--- config.mk ---
export PLATFORM = sky130hd
export DESIGN_NAME = pixel_word_unpacker
export DESIGN_NICKNAME = d
export VERILOG_FILES = /design/src/rtl/pwu_pkg.sv /design/src/rtl/pwu_fetch.sv /design/src/rtl/pwu_expand.sv /design/src/rtl/pwu_busmap.sv /design/src/rtl/pixel_word_unpacker.sv
export SDC_FILE = /design/constraint.sdc
export NUM_CORES = 1
export LEC_CHECK = 0
export BUFFER_PORTS_ARGS = -buffer_cell sky130_fd_sc_hd__buf_2
export CORE_MARGIN = 5
export CORE_UTILIZATION = 60
export DETAILED_ROUTE_END_ITERATION = 8
export PLACE_DENSITY = 0.85
export SYNTH_ARGS = -nofsm -noshare
export SYNTH_HDL_FRONTEND = slang
export SYNTH_HIERARCHICAL = 1
export SYNTH_SLANG_ARGS = --single-unit
--- constraint.sdc ---
create_clock -name clk -period 5.65 [get_ports clk]
set_input_delay 0.565 -clock clk [delete_from_list [all_inputs] [get_ports clk]]
set_output_delay 0.565 -clock clk [all_outputs]
set_load 0.02 [all_outputs]
--- src/rtl/pwu_pkg.sv ---
package pwu_pkg;
  localparam int WORD_W     = 32;
  localparam int BYTE_W     = 8;
  localparam int MASK_W     = WORD_W / BYTE_W;
  localparam int HALF_W     = WORD_W / 2;
  localparam int CH_W       = 8;
  localparam int BUS_W      = 3 * CH_W;
  localparam int R5_W       = 5;
  localparam int G6_W       = 6;
  localparam int B5_W       = 5;
  localparam int C6_W       = 6;
  localparam int RST_STAGES = 2;

  typedef enum logic [1:0] {
    WL_HALF  = 2'd0,
    WL_RSV1  = 2'd1,
    WL_RSV2  = 2'd2,
    WL_FULL  = 2'd3
  } wlen_e;

  typedef enum logic [1:0] {
    BW_16 = 2'd0,
    BW_8  = 2'd1,
    BW_18 = 2'd2,
    BW_24 = 2'd3
  } busw_e;

  typedef struct packed {
    logic [CH_W-1:0] r;
    logic [CH_W-1:0] g;
    logic [CH_W-1:0] b;
  } rgb_t;
endpackage

--- src/rtl/pwu_fetch.sv ---
module pwu_fetch
  import pwu_pkg::*;
(
  input  logic              clk,
  input  logic              rst_n,
  input  logic              de_req,
  input  logic              half_mode,
  input  logic              full_mode,
  input  logic              hi_used,
  input  logic              wd_valid,
  input  logic [WORD_W-1:0] wd_data,
  output logic              wd_ready,
  output logic              src_vld,
  output logic              src_hi,
  output logic [WORD_W-1:0] src_word,
  output logic              underflow
);
  logic              supp;
  logic              take;
  logic              pend_q, pend_d;
  logic [WORD_W-1:0] hold_q;
  logic              hold_en;
  logic              udf_q, udf_d;

  // next-state logic
  always_comb begin
    supp     = half_mode | full_mode;
    wd_ready = de_req & supp & ~pend_q;
    take     = wd_ready & wd_valid;
    src_vld  = de_req & supp & (pend_q | wd_valid);
    src_hi   = pend_q;
    src_word = pend_q ? hold_q : wd_data;
    hold_en  = take & half_mode & hi_used;
    pend_d   = pend_q;
    if (de_req && pend_q && supp) begin
      pend_d = 1'b0;
    end else if (hold_en) begin
      pend_d = 1'b1;
    end
    udf_d = udf_q | (wd_ready & ~wd_valid);
  end

  // state registers
  always_ff @(posedge clk or negedge rst_n) begin
    if (!rst_n) begin
      pend_q <= 1'b0;
      udf_q  <= 1'b0;
    end else begin
      pend_q <= pend_d;
      udf_q  <= udf_d;
    end
  end

  always_ff @(posedge clk or negedge rst_n) begin
    if (!rst_n) begin
      hold_q <= '0;
    end else if (hold_en) begin
      hold_q <= wd_data;
    end
  end

  assign underflow = udf_q;
endmodule

--- src/rtl/pwu_expand.sv ---
module pwu_expand
  import pwu_pkg::*;
(
  input  logic [WORD_W-1:0] word_i,
  input  logic              hi_i,
  input  logic              half_mode,
  input  logic [MASK_W-1:0] mask_i,
  output rgb_t              rgb_o
);
  localparam int R_LO = G6_W + B5_W;
  localparam int G_LO = B5_W;

  logic [WORD_W-1:0] masked;
  logic [HALF_W-1:0] hw;
  logic [R5_W-1:0]   r5;
  logic [G6_W-1:0]   g6;
  logic [B5_W-1:0]   b5;

  // zero every byte whose mask bit is clear
  for (genvar gi = 0; gi < MASK_W; gi++) begin : g_byte
    assign masked[gi*BYTE_W +: BYTE_W] = mask_i[gi] ? word_i[gi*BYTE_W +: BYTE_W]
                                                     : {BYTE_W{1'b0}};
  end

  always_comb begin
    hw = hi_i ? masked[WORD_W-1:HALF_W] : masked[HALF_W-1:0];
    r5 = hw[R_LO +: R5_W];
    g6 = hw[G_LO +: G6_W];
    b5 = hw[0 +: B5_W];
    if (half_mode) begin
      // widen by copying the top bits into the new low bits
      rgb_o.r = {r5, r5[R5_W-1 -: CH_W-R5_W]};
      rgb_o.g = {g6, g6[G6_W-1 -: CH_W-G6_W]};
      rgb_o.b = {b5, b5[B5_W-1 -: CH_W-B5_W]};
    end else begin
      rgb_o.r = masked[2*CH_W +: CH_W];
      rgb_o.g = masked[CH_W +: CH_W];
      rgb_o.b = masked[0 +: CH_W];
    end
  end
endmodule

--- src/rtl/pwu_busmap.sv ---
module pwu_busmap
  import pwu_pkg::*;
(
  input  rgb_t             rgb_i,
  input  logic [1:0]       bus_w,
  output logic [BUS_W-1:0] bus_o
);
  localparam int W18  = 3 * C6_W;
  localparam int W16  = R5_W + G6_W + B5_W;
  localparam int PAD18 = BUS_W - W18;
  localparam int PAD16 = BUS_W - W16;

  logic [W18-1:0] p18;
  logic [W16-1:0] p16;

  always_comb begin
    // narrow by keeping the most significant bits
    p18 = {rgb_i.r[CH_W-1 -: C6_W], rgb_i.g[CH_W-1 -: C6_W], rgb_i.b[CH_W-1 -: C6_W]};
    p16 = {rgb_i.r[CH_W-1 -: R5_W], rgb_i.g[CH_W-1 -: G6_W], rgb_i.b[CH_W-1 -: B5_W]};
    case (bus_w)
      BW_24:   bus_o = rgb_i;
      BW_18:   bus_o = {{PAD18{1'b0}}, p18};
      BW_16:   bus_o = {{PAD16{1'b0}}, p16};
      default: bus_o = '0;
    endcase
  end
endmodule

--- src/rtl/pixel_word_unpacker.sv ---
module pixel_word_unpacker
  import pwu_pkg::*;
(
  input  logic              clk,
  input  logic              rst_n,
  input  logic [1:0]        cfg_word_len,
  input  logic [MASK_W-1:0] cfg_byte_mask,
  input  logic [1:0]        cfg_bus_width,
  input  logic              de_req,
  input  logic              wd_valid,
  output logic              wd_ready,
  input  logic [WORD_W-1:0] wd_data,
  output logic              pix_de,
  output logic [BUS_W-1:0]  pix_data,
  output logic              underflow
);
  logic [RST_STAGES-1:0] rs_q;
  logic                  rst_sync_n;
  logic                  half_mode, full_mode, hi_used;
  logic                  src_vld, src_hi;
  logic [WORD_W-1:0]     src_word;
  rgb_t                  rgb;
  logic [BUS_W-1:0]      bus_val;
  logic [BUS_W-1:0]      pix_d, pix_q;
  logic                  de_d, de_q;

  // asynchronous assert, synchronous release
  always_ff @(posedge clk or negedge rst_n) begin
    if (!rst_n) rs_q <= '0;
    else        rs_q <= {rs_q[RST_STAGES-2:0], 1'b1};
  end
  assign rst_sync_n = rs_q[RST_STAGES-1];

  assign half_mode = (cfg_word_len == WL_HALF);
  assign full_mode = (cfg_word_len == WL_FULL);
  assign hi_used   = |cfg_byte_mask[MASK_W-1:MASK_W/2];

  pwu_fetch u_fetch (
    .clk       (clk),
    .rst_n     (rst_sync_n),
    .de_req    (de_req),
    .half_mode (half_mode),
    .full_mode (full_mode),
    .hi_used   (hi_used),
    .wd_valid  (wd_valid),
    .wd_data   (wd_data),
    .wd_ready  (wd_ready),
    .src_vld   (src_vld),
    .src_hi    (src_hi),
    .src_word  (src_word),
    .underflow (underflow)
  );

  pwu_expand u_expand (
    .word_i    (src_word),
    .hi_i      (src_hi),
    .half_mode (half_mode),
    .mask_i    (cfg_byte_mask),
    .rgb_o     (rgb)
  );

  pwu_busmap u_busmap (
    .rgb_i (rgb),
    .bus_w (cfg_bus_width),
    .bus_o (bus_val)
  );

  always_comb begin
    de_d  = de_req;
    pix_d = src_vld ? bus_val : '0;
  end

  always_ff @(posedge clk or negedge rst_sync_n) begin
    if (!rst_sync_n) begin
      de_q  <= 1'b0;
      pix_q <= '0;
    end else begin
      de_q  <= de_d;
      pix_q <= pix_d;
    end
  end

  assign pix_de   = de_q;
  assign pix_data = pix_q;
endmodule

=== Yosys cells after proc, flatten, opt, wreduce, memory -nomap -nowiden ===
Cells that the tools add are included.

* Logic and storage cells: 38
* Input bits: 44
* Bits in registers: 61
* Output and inout port bits: 27

* Eq/ne operators: 3
* Reductions and logical operators: 6
* Bitwise operators: 12
* Multiplexer cells: 11

{| class="wikitable"
|+ Operator list
! operator !! count
|-
| case mux 24 bit (3 select lines) || 1
|-
| 2-to-1 mux 24 bit || 2
|-
| 2-to-1 mux 32 bit || 1
|-
| 2-to-1 mux 8 bit || 4
|-
| 2-to-1 mux 16 bit || 1
|-
| AND 1 bit || 7
|-
| equality test 2 bit (second input constant) || 3
|-
| zero test 2 bit || 2
|-
| bitwise OR 1 bit || 3
|-
| logical AND 1 bit || 2
|-
| 2-to-1 mux 1 bit || 2
|-
| NOT 1 bit || 2
|-
| nonzero test 2 bit || 1
|-
| OR reduction 2 bit || 1
|}

=== Logic depth before layout (Yosys ltp) ===
Gate-level depths: netlist of the first run.

* Word-level depth: 9
* Mapped depth: 8
* Gate-level depth less buffers: 6

=== Modules after synthesis ===
The synthesis of the first run kept the hierarchy.

{| class="wikitable"
|+ Modules (own cells, without submodules)
! module !! sequential area each (um2) !! cells an instance !! instances !! area an instance (um2)
|-
| pwu_fetch || 850.8 || 114 || 1 || 1,830.5
|-
| pixel_word_unpacker || 675.6 || 57 || 1 || 890.9
|-
| pwu_expand || 0.0 || 90 || 1 || 560.5
|-
| pwu_busmap || 0.0 || 64 || 1 || 523.0
|}

=== Worst setup path before layout of the first run ===
Ideal clock, no wire load.

* Kind: input -> output
* From: in cfg_word_len[1]
* To: out wd_ready
* Arrival: 1.497 ns
* Path slack: 3.588 ns
* Required time: 5.085 ns
* Path buffers: 0
* Cell stages on the path: 3
* Cell sequence: nor2_1 -> o21ai_0 -> nor2_1

* Longest elaborated chain between the ends: 4
* Elaborated cells on any way between the ends: 5
* Those cells by class: eq/ne: 1; bitwise: 3; reduce/logical: 1

{| class="wikitable"
|+ Ends and longest elaborated chain
! what !! line !! source
|-
| start, declared || pixel_word_unpacker.sv:6 || <nowiki>input logic [1:0] cfg_word_len,</nowiki>
|-
| equality test 2 bit or zero test 2 bit (tied branches) || pixel_word_unpacker.sv:35, pixel_word_unpacker.sv:34 ||
|-
| bitwise OR 1 bit * || pwu_fetch.sv:27 || <nowiki>supp = half_mode | full_mode;</nowiki>
|-
| AND 1 bit * (2 in a row) || pwu_fetch.sv:28 || <nowiki>wd_ready = de_req & supp & ~pend_q;</nowiki>
|-
| end, declared || pixel_word_unpacker.sv:11 || <nowiki>output logic wd_ready,</nowiki>
|}

Mark *: on every way between the ends. The rest lies on a longest branch, timed or not.

=== Final worst setup path of the first run ===
* From: in cfg_word_len[1]
* To: reg pix_q[8] (netlist: pix_data[8])

* Longest elaborated chain between the ends: 5
* Elaborated cells on any way between the ends: 8
* Those cells by class: eq/ne: 1; mux: 3; bitwise: 3; reduce/logical: 1

{| class="wikitable"
|+ Ends and longest elaborated chain
! what !! line !! source
|-
| zero test 2 bit || pixel_word_unpacker.sv:34 || <nowiki>assign half_mode = (cfg_word_len == WL_HALF);</nowiki>
|-
| net half_mode || pixel_word_unpacker.sv:19 || <nowiki>logic half_mode, full_mode, hi_used;</nowiki>
|-
| bitwise OR 1 bit || pwu_fetch.sv:27 ||
|-
| AND 1 bit (2 in a row) || pwu_fetch.sv:30 || <nowiki>src_vld = de_req & supp & (pend_q | wd_valid);</nowiki>
|-
| net src_vld || pixel_word_unpacker.sv:20 || <nowiki>logic src_vld, src_hi;</nowiki>
|-
| 2-to-1 mux 24 bit || pixel_word_unpacker.sv:70 || <nowiki>pix_d = src_vld ? bus_val : '0;</nowiki>
|-
| net pix_d[8] || pixel_word_unpacker.sv:24 || <nowiki>logic [BUS_W-1:0] pix_d, pix_q;</nowiki>
|-
| end signal, assigned || pixel_word_unpacker.sv:79 || <nowiki>pix_q <= pix_d;</nowiki>
|-
| end, declared || pixel_word_unpacker.sv:24 ||
|}

The timed path passes the listed nets, and every way through them passes these cells.
A chain may end at the register's enable or synchronous reset.

==> results of run 1 <==
-- critical path: cells and delay by family --
kind                   cells  cell delay (ns)
AOI/OAI and AO/OA          1             0.36
and+or+nand+nor            3             2.18
buffers and inverters      1             0.11
-- stage by stage --
step / total power, W / util (%) / hold slack [ns] / area [um2] / setup slack, ns
after CTS: 0.00125 / 68.3 / 0.356 / 4260 / 2.68
after floorplan: 0.000778 / - / 0.269 / 3800 / 3.59
after global routing: 0.00130 / 68.3 / 0.356 / 4260 / 2.41
after detailed placement: 0.000841 / 64.8 / 0.347 / 4040 / 2.41
after global placement: 0.000827 / 64.8 / 0.337 / 4040 / 2.50
final: 0.00124 / 68.3 / 0.364 / 4260 / 2.69
-- synthesized netlist by cell type, drive strengths merged --
master	instances	area, um2
o31ai	1	7.51
nand2b	19	126
nand4	17	113
mux2i	32	320
dfrtp	61	1530
a21boi	2	15.0
and2	25	179
o211ai	6	45.0
clkbuf	3	12.5
conb	1	3.75
o21ai	1	5.00
nand2	20	75.1
nor2	5	35.0
a21o	1	7.51
inv	11	41.3
o221ai	18	158
buf	24	209
mux2	64	830
and3	6	37.5
nand3b	7	52.6
or2	1	6.26
-- layout make-up --
class,instances,area (um2),share of cell area [%]
multi-input combinational,226,2020,47.3
sequential,61,1530,35.9
timing repair buffer,72,368,8.63
clock buffer,11,151,3.55
tap,77,96.3,2.26
clock inverter,5,58.8,1.38
inverter,11,41.3,0.969
-- power groups by stage --
stage	combinational [W]	sequential, W	clock [W]
floorplan	0.000234	0.000544	0
global placement	0.000273	0.000554	0
detailed placement	0.000282	0.000559	0
CTS	0.000285	0.000553	0.000410
global route	0.000310	0.000561	0.000429
finish	0.000286	0.000553	0.000401
-- state kept, by name, summed over array words and instances, names as in the netlist --
name               count
pix_data              24
pix_de                 1
rs_q                   2
u_fetch/hold_q        32
u_fetch/src_hi         1
u_fetch/underflow      1
-- path summary, 6_finish.rpt --
check	start	to	cells after the start
max	cfg_word_len[1]	pix_data[8]$_DFF_PN0_	5
min	de_req	pix_de$_DFF_PN0_	1
max reg2reg	u_fetch/src_hi$_DFFE_PN0P_	pix_data[12]$_DFF_PN0_	6
min reg2reg	rs_q[0]$_DFF_PN0_	rs_q[1]$_DFF_PN0_	0
max in group asynchronous	rs_q[1]$_DFF_PN0_	u_fetch/src_hi$_DFFE_PN0P_	1
min in group asynchronous	rs_q[1]$_DFF_PN0_	u_fetch/src_hi$_DFFE_PN0P_	1
-- cell families (layout without fill, tap and decap cells) --
| kind of cell | Yosys count | after routing | share of synthesized area, % |
|---|---|---|---|
| DFF | 61 | 61 | 40.1 |
| buffers and inverters | 38 | 99 | 6.91 |
| other | 1 | 1 | 0.0986 |
| and+or+nand+nor | 100 | 100 | 16.4 |
| AOI/OAI and AO/OA | 29 | 29 | 6.25 |
| muxes | 96 | 96 | 30.2 |
-- layer usage --
| layer | global-route usage, % | part of all wire (%) | vias up |
|---|---|---|---|
| met5 | 0 | 0 | - |
| met4 | 8.25 | 2.2 | 0 |
| met3 | 5.20 | 6.2 | 17 |
| met2 | 36.5 | 49 | 73 |
| met1 | 26.9 | 42 | 1329 |
| li1 | - | - | 1276 |
==> results.md, run 1 <==
* Ant. Diodes at 0
* Starting density of the core at 61.0%
* Root Driver: clkbuf_8
* Max Cap Viol at 0
* Fin crit period at 2.96 ns
* Drt wl/cell at 17.8 um
* Worst-path clk slew at 0.07 ns
* DR pass1 iterations at 4
* TritonCTS clock tree: done
* Die Y at 89.6 um
* Clock latency on the worst-skew pair at 0.34 ns
* Number of global-route vias before repair at 2793
* PwrDens at 291 mW/mm2
* # setup viols final at 0
* Dpl hpwl at 5830 um
* Flop-to-flop setup slack at 3.07 ns
* Core Box Area at 0.00624 mm2
* Internal at 0.000895 W
* Clk_skew at 0.0110 ns
* Mapped Area at 0.00380 mm2
* Seq pwr share at 44.6%
* Peak VDD IR at 0.247 mV
* Worst hold path type: input port to flop
* Overall fraction of global-route tracks in use at 21.6%
* Startpoint types: input port
* Share of cells above drive strength 1 at 45.6%
* Fin. Hold Viols at 0
* CP required at 5.92 ns
* Slowest-stage cell, CP: nor2_2
* Largest net degree at the start of global routing at 60
* First-pass GRT wire length at 13200 um
* Worst Path Arrival at 3.22 ns
* Hold-fix buffers at CTS at 1
* Slowest stage delay, CP at 0.94 ns
* Final TNS setup at 0 ns
* Psw at 0.000346 W
* Most frequent cells in the layout: buf_2 (70), dfrtp_1 (59), mux2_2 (35)
* H-tree depth at 3
* Placed cells at 446
* # fillers at 475
* Via density per instance at 5.82
* Die area at 0.00803 mm2
* Clk pwr share at 32.4%
* DIE WIDTH at 89.6 um
* FMAX at 338 MHz
* Iteration-0 DRC Markers at 170
* Netlist cell types at 30
* Crit-path cells: buf_2 -> nor2_2 -> o21ai_0 -> nor2_1 -> and2_2
* Switching share of power at 27.9%
* CP Max Fanout at 36
* Slew Limit Fails at 0
* CTS buffer count at 9
* Combinational power share at 23.1%
* Post-route insts no fill at 463
* Mapped Avg Cell Area at 11.7 um2
* Crit path kind: input port to flop
* Slew @ Worst Pin at 1.24 ns
* # IOs at 71
* Antenna viol nets, final at 0
* Status: finished clean
* Routability cong. at 0.886
* Post-CTS Setup Inserts at 0
* Clk buf depth at 2
* DRT Wirelength at 8220 um
* Fin crit share at 52.3%
* Remaining Overflow, GRT at 0
* Final #Nets at 425
* Rel. slew slack at 17.3%
* Syn Inst Count at 325
* PostCTS Resize Cnt at 0
* Initial antenna violation count at 0
* Row cnt at 29
* Setup repair after global routing missed its margin: false
* Clock Sinks at 61
* Via Count at 2695
* # DRC at 0
* Syn_nets at 369
* Commonest non-fill, non-tap cell in the layout: buf_2
* Sequential fraction of the synthesis area at 40.1%
* Port bufs at 70
* Critical Path Sink Type: flop
* Leakage at 2.08 nW
* Area grow syn2layout at 12.0%
* Warnings from Yosys at 6
* Yosys reg bits at 61
Note: power is estimated with default switching activity, not from simulation.
==> run 2: changes to the inputs <==
- CORE_UTILIZATION: 60 -> 56
- PLACE_DENSITY: 0.85 -> 0.8
- clock period: 5.65 -> 3 ns (I/O delays scaled with it)
==> results.md, run 2 (synthesized netlist as in run 1, its figures left out) <==
* Share of cells above drive strength 1 at 45.9% (was 45.6%)
* Post-CTS Setup Inserts at 0 (unchanged)
* DIE WIDTH at 92.4 um (was 89.6 um)
* Final TNS setup at 0 ns (unchanged)
* FMAX at 482 MHz
* Dpl hpwl at 6100 um (was 5830 um)
* Fin. Hold Viols at 0 (unchanged)
* Slowest-stage cell, CP: mux2_2 (was nor2_2)
* Die area at 0.00854 mm2 (was 0.00803 mm2)
* CP required at 3.22 ns (was 5.92 ns)
* Fin crit period at 2.08 ns
* Rel. slew slack at 53.9% (was 17.3%)
* Row cnt at 30 (was 29)
* Overall fraction of global-route tracks in use at 21.1% (was 21.6%)
* Family with the most delay on the worst path: multiplexers (was simple AND/OR/NAND/NOR gates)
* # setup viols final at 0 (unchanged)
* Post-route insts no fill at 472 (was 463)
* Worst path bufs/invs at 1 (unchanged)
* Leakage at 2.13 nW (was 2.08 nW)
* Core Box Area at 0.00672 mm2 (was 0.00624 mm2)
* Placed cells at 455 (was 446)
* Area grow syn2layout at 14.4% (was 12.0%)
* First-pass GRT wire length at 14100 um (was 13200 um)
* Area after DPL at 0.00410 mm2 (was 0.00404 mm2)
* Final #Nets at 431 (was 425)
* Worst hold path type: input port to flop (unchanged)
* # IOs at 71 (unchanged)
* Critical Path Sink Type: flop (unchanged)
* Via Count at 2741 (was 2695)
* Commonest non-fill, non-tap cell in the layout: buf_2 (unchanged)
* Setup WS post-layout at 0.924 ns (was 2.69 ns)
* Slowest stage delay, CP at 0.40 ns (was 0.94 ns)
* Crit path kind: flop to flop (was input port to flop)
* Number of global-route vias before repair at 2757 (was 2793)
* Remaining Overflow, GRT at 0 (unchanged)
* Post-Place Setup Slack at 0.934 ns (was 2.41 ns)
* Clk_skew at 0.00928 ns (was 0.0110 ns)
* CP Max Fanout at 29 (was 36)
* Top reg by flops: u_fetch/hold_q (unchanged)
* Via density per instance at 5.81 (was 5.82)
* Port bufs at 70 (unchanged)
* Clock Sinks at 61 (unchanged)
* Largest net degree at the start of global routing at 41 (was 60)
* Finished Cell Area at 0.00435 mm2 (was 0.00426 mm2)
* Startpoint types: flop (was input port)
* PostCTS Resize Cnt at 0 (unchanged)
* Iteration-0 DRC Markers at 152 (was 170)
* # fillers at 509 (was 475)
* TritonCTS clock tree: done (unchanged)
* Most common cell type on the critical path: mux2i_1
* Worst-path clk slew at 0.07 ns (about the same)
* Slew @ Worst Pin at 0.692 ns (was 1.24 ns)
* Starting density of the core at 56.6% (was 61.0%)
* Most frequent cells in the layout: buf_2 (70), dfrtp_1 (59), mux2_2 (35) (unchanged)
* H-tree depth at 3 (unchanged)
* DRT Wirelength at 8540 um (was 8220 um)
* Clk buf depth at 2 (unchanged)
* Drt wl/cell at 18.1 um (was 17.8 um)
* Routability cong. at 0.933 (was 0.886)
* Ant. Diodes at 0 (unchanged)
* PwrDens at 569 mW/mm2 (was 291 mW/mm2)
* Initial antenna violation count at 0 (unchanged)
* Status: finished clean (unchanged)
* Max Cap Viol at 0 (unchanged)
* Die Y at 92.4 um (was 89.6 um)
* Antenna viol nets, final at 0 (unchanged)
* Clock latency on the worst-skew pair at 0.34 ns (about the same)
* Slew Limit Fails at 0 (unchanged)
* Worst Path Arrival at 2.30 ns (was 3.22 ns)
* Setup repair after global routing missed its margin: false (unchanged)
* Largest register FFs at 32 (unchanged)
* Core Util, Final at 64.8% (was 68.3%)
* Peak VDD IR at 0.286 mV (was 0.247 mV)
* # DRC at 0 (unchanged)
* DR pass1 iterations at 4 (unchanged)
* Crit-path cells: buf_4 -> mux2_2 -> nand4_1 -> o221ai_1 -> mux2i_1 -> mux2i_1 -> and2_2 (was buf_2 -> nor2_2 -> o21ai_0 -> nor2_1 -> and2_2)
* CTS buffer count at 9 (unchanged)
* Fin crit share at 69.2%
* Root Driver: clkbuf_8 (unchanged)
run 2: report_power, final:
group	switching (W)	internal, W	total (W)
sequential	0.0000744	0.000949	0.00102
combinational	0.000251	0.000314	0.000565
clock	0.000317	0.000574	0.000891
total	0.000642	0.00184	0.00248
run 2: area by class of cell:
class | count | area, um2 | area share (%)
multi-input cells | 226 | 2020 | 46.4
well taps | 80 | 100 | 2.30
flip-flops and latches | 61 | 1530 | 35.1
clock inverters | 4 | 95.1 | 2.18
repair buffers | 78 | 425 | 9.77
clock buffers | 12 | 145 | 3.33
inverters | 11 | 41.3 | 0.948
run 2: path summary, 6_finish.rpt:
path | startpoint | endpoint | slack [ns] | cells after the start
min in group asynchronous | rst_n | rs_q[0]$_DFF_PN0_ | 0.27 | 2
min | de_req | pix_de$_DFF_PN0_ | 0.11 | 1
max reg2reg | u_fetch/src_hi$_DFFE_PN0P_ | pix_data[4]$_DFF_PN0_ | 0.92 | 7
max in group asynchronous | rs_q[1]$_DFF_PN0_ | pix_data[19]$_DFF_PN0_ | 2.02 | 1
min reg2reg | rs_q[1]$_DFF_PN0_ | u_fetch/hold_q[25]$_DFFE_PN0P_ | 0.31 | 0
max | u_fetch/src_hi$_DFFE_PN0P_ | pix_data[4]$_DFF_PN0_ | 0.92 | 7
run 2: repair_timing:
| action | 4_1_cts | 5_1_grt |
|---|---|---|
| endpoints found under the setup margin | 0 | 0 |
| hold buffers | 1 | 0 |
| endpoints found under the hold margin | 2 | 0 |
run 2: worst register-to-register path: stages (launching register included):
cell,delay [ns]
dfrtp_2,0.36
buf_4,0.31
mux2_2,0.41
nand4_1,0.13
o221ai_1,0.22
mux2i_1,0.22
mux2i_1,0.09
and2_2,0.21
run 2: per-stage QoR:
step	hold WS [ns]	total power, W
after global routing	0.102	0.00260
after global placement	0.0853	0.00157
final	0.111	0.00248
after detailed placement	0.0872	0.00159
after CTS	0.103	0.00249
after floorplan	0.00441	0.00147
run 2: layer usage:
metal	track usage, %	share of wire [%]	up-vias
met5	0	0	-
met4	9.41	2.5	0
met3	4.06	5.1	16
met2	33.6	48	93
met1	27.9	44	1342
li1	-	-	1290
==> run 3: changes to the inputs <==
- clock period: 3 -> 1.95 ns (I/O delays scaled with it)
==> results.md, run 3 (synthesized netlist as in run 1, its figures left out) <==
* Flop-to-flop setup slack at 0.05 ns (was 0.92 ns)
* Largest net degree at the start of global routing at 41 (unchanged)
* CP required at 2.19 ns (was 3.22 ns)
* Number of global-route vias before repair at 2829 (was 2757)
* Crit-path cells: buf_12 -> mux2_2 -> nand4_1 -> o221ai_1 -> mux2i_1 -> mux2i_1 -> and2_2 (was buf_4 -> mux2_2 -> nand4_1 -> o221ai_1 -> mux2i_1 -> mux2i_1 -> and2_2)
* DIE WIDTH at 92.4 um (unchanged)
* Core Box Area at 0.00672 mm2 (unchanged)
* Drt wl/cell at 18.8 um (was 18.1 um)
* Post-route insts no fill at 475 (was 472)
* FMAX at 526 MHz (was 482 MHz)
* Die area at 0.00854 mm2 (unchanged)
* Worst hold path type: input port to flop (unchanged)
* Routability cong. at 0.991 (was 0.933)
* Reg2reg end: pix_data[2]$_DFF_PN0_ (was pix_data[4]$_DFF_PN0_)
* Remaining Overflow, GRT at 0 (unchanged)
* Status: finished clean (unchanged)
* Clock Sinks at 61 (unchanged)
* Clk buf depth at 2 (unchanged)
* PwrDens at 789 mW/mm2 (was 569 mW/mm2)
* Final #Nets at 435 (was 431)
* Placed cells at 458 (was 455)
* Antenna viol nets, final at 0 (unchanged)
* WHS at 0.0766 ns (was 0.111 ns)
* Worst Hold Launch: wd_valid (was de_req)
* DRT Wirelength at 8920 um (was 8540 um)
* Initial antenna violation count at 0 (unchanged)
* # IOs at 71 (unchanged)
* Slowest-stage cell, CP: dfrtp_2 (was mux2_2)
* Dpl hpwl at 6420 um (was 6100 um)
* Clock latency on the worst-skew pair at 0.35 ns (was 0.34 ns)
* Fin. Hold Viols at 0 (unchanged)
* Startpoint types: flop (unchanged)
* Hold Path Depth at 2 (was 1)
* Crit path kind: flop to flop (unchanged)
* Slew @ Worst Pin at 0.562 ns (was 0.692 ns)
* Die Y at 92.4 um (unchanged)
* H-tree depth at 3 (unchanged)
* CP Max Fanout at 27 (was 29)
* Fin crit share at 97.5% (was 69.2%)
* # setup viols final at 0 (unchanged)
* Slowest stage delay, CP at 0.41 ns (was 0.40 ns)
* # fillers at 529 (was 509)
* Largest register FFs at 32 (unchanged)
* Most common cell type on the critical path: mux2i_1 (unchanged)
* Clk_skew at 0.00577 ns (was 0.00928 ns)
* Cell count of the worst reg-to-reg path at 7 (unchanged)
* Root Driver: clkbuf_8 (unchanged)
* Post-CTS Setup Inserts at 0 (unchanged)
* Area grow syn2layout at 15.1% (was 14.4%)
* Worst hold path endpoint: u_fetch/underflow$_DFF_PN0_ (was pix_de$_DFF_PN0_)
* Worst path bufs/invs at 1 (unchanged)
* Overall fraction of global-route tracks in use at 21.6% (was 21.1%)
* Family with the most delay on the worst path: multiplexers (unchanged)
* First-pass GRT wire length at 14300 um (was 14100 um)
* DR pass1 iterations at 4 (unchanged)
* Commonest non-fill, non-tap cell in the layout: buf_2 (unchanged)
* Slew Limit Fails at 0 (unchanged)
* Setup repair after global routing missed its margin: true (was false)
* CTS buffer count at 9 (unchanged)
* Top reg by flops: u_fetch/hold_q (unchanged)
* Row cnt at 30 (unchanged)
* Worst Path Arrival at 2.14 ns (was 2.30 ns)
* Worst-path clk slew at 0.06 ns (was 0.07 ns)
* Starting density of the core at 56.6% (unchanged)
* Fin crit period at 1.90 ns (was 2.08 ns)
* TritonCTS clock tree: done (unchanged)
* Rel. slew slack at 62.6% (was 53.9%)
* Reg2reg start: u_fetch/src_hi$_DFFE_PN0P_ (unchanged)
* Final TNS setup at 0 ns (unchanged)
* Iteration-0 DRC Markers at 269 (was 152)
* Critical Path Sink Type: flop (unchanged)
* Port bufs at 70 (unchanged)
* Via density per instance at 5.95 (was 5.81)
* Most frequent cells in the layout: buf_2 (70), dfrtp_1 (59), mux2_2 (35) (unchanged)
* Max Cap Viol at 0 (unchanged)
* Leakage at 2.13 nW (about the same)
* # DRC at 0 (unchanged)
* Share of cells above drive strength 1 at 46.8% (was 45.9%)
* Via Count at 2826 (was 2741)
* Peak VDD IR at 0.406 mV (was 0.286 mV)
* Ant. Diodes at 0 (unchanged)
==> run 3: layout make-up <==
cell class              instances  area, um2  area share, %
inverters                      11       41.3          0.943
flip-flops and latches         61       1530           34.9
clock inverters                 2       10.0          0.229
multi-input cells             226       2040           46.6
repair buffers                 82        508           11.6
clock buffers                  13        149           3.40
well taps                      80        100           2.29
==> run 3: worst max path at each step <==
| stage | depth (start not counted) | slack, ns | to | start |
|---|---|---|---|---|
| after global routing | 7 | -0.04 | pix_data[15]$_DFF_PN0_ | u_fetch/src_hi$_DFFE_PN0P_ |
| after global placement | 7 | 0.09 | pix_data[15]$_DFF_PN0_ | u_fetch/src_hi$_DFFE_PN0P_ |
| after floorplan | 8 | 0.11 | pix_data[7]$_DFF_PN0_ | u_fetch/src_hi$_DFFE_PN0P_ |
| after CTS | 7 | 0.008 | pix_data[7]$_DFF_PN0_ | u_fetch/src_hi$_DFFE_PN0P_ |
| after detailed placement | 7 | 0.04 | pix_data[7]$_DFF_PN0_ | u_fetch/src_hi$_DFFE_PN0P_ |
| final | 7 | 0.05 | pix_data[2]$_DFF_PN0_ | u_fetch/src_hi$_DFFE_PN0P_ |
==> run 3: what timing repair did <==
item	4_1_cts	5_1_grt
hold buffers	2	0
gates resized for setup	0	4
endpoints found under the hold margin	3	0
endpoints found under the setup margin	0	8
==> run 3: worst reg2reg max path, delay by kind of cell (launching register included) <==
kind / cells / cell delay (ns)
AOI/OAI and AO/OA: 1 / 0.18
buffers and inverters: 1 / 0.19
muxes: 3 / 0.66
and+or+nand+nor: 2 / 0.35
DFF: 1 / 0.41
==> run 3: metal layers <==
metal | share of wire (%) | track usage (%)
met5 | 0 | 0
met4 | 3.0 | 9.65
met3 | 6.9 | 5.69
met2 | 48 | 34.8
met1 | 42 | 27.3
==> run 3: stage by stage <==
| step | util, % | instance area [um2] | power [W] | setup WS (ns) |
|---|---|---|---|---|
| 3_3_place_gp | 62.2 | 4180 | 0.00245 | 0.0862 |
| 6_report | 65.2 | 4380 | 0.00346 | 0.0489 |
| 5_1_grt | 65.2 | 4380 | 0.00362 | -0.0404 |
| 2_1_floorplan | - | 3800 | 0.00225 | 0.114 |
| 4_1_cts | 64.8 | 4360 | 0.00346 | 0.00811 |
| 3_5_place_dp | 62.2 | 4180 | 0.00249 | 0.0376 |
==> run 3: report_power, final <==
group          internal [W]  total [W]  switching (W)  leakage, nW
Clock              0.000485   0.000959       0.000474       0.0833
Combinational      0.000508   0.000918       0.000411         1.27
Sequential          0.00146    0.00158       0.000118        0.777
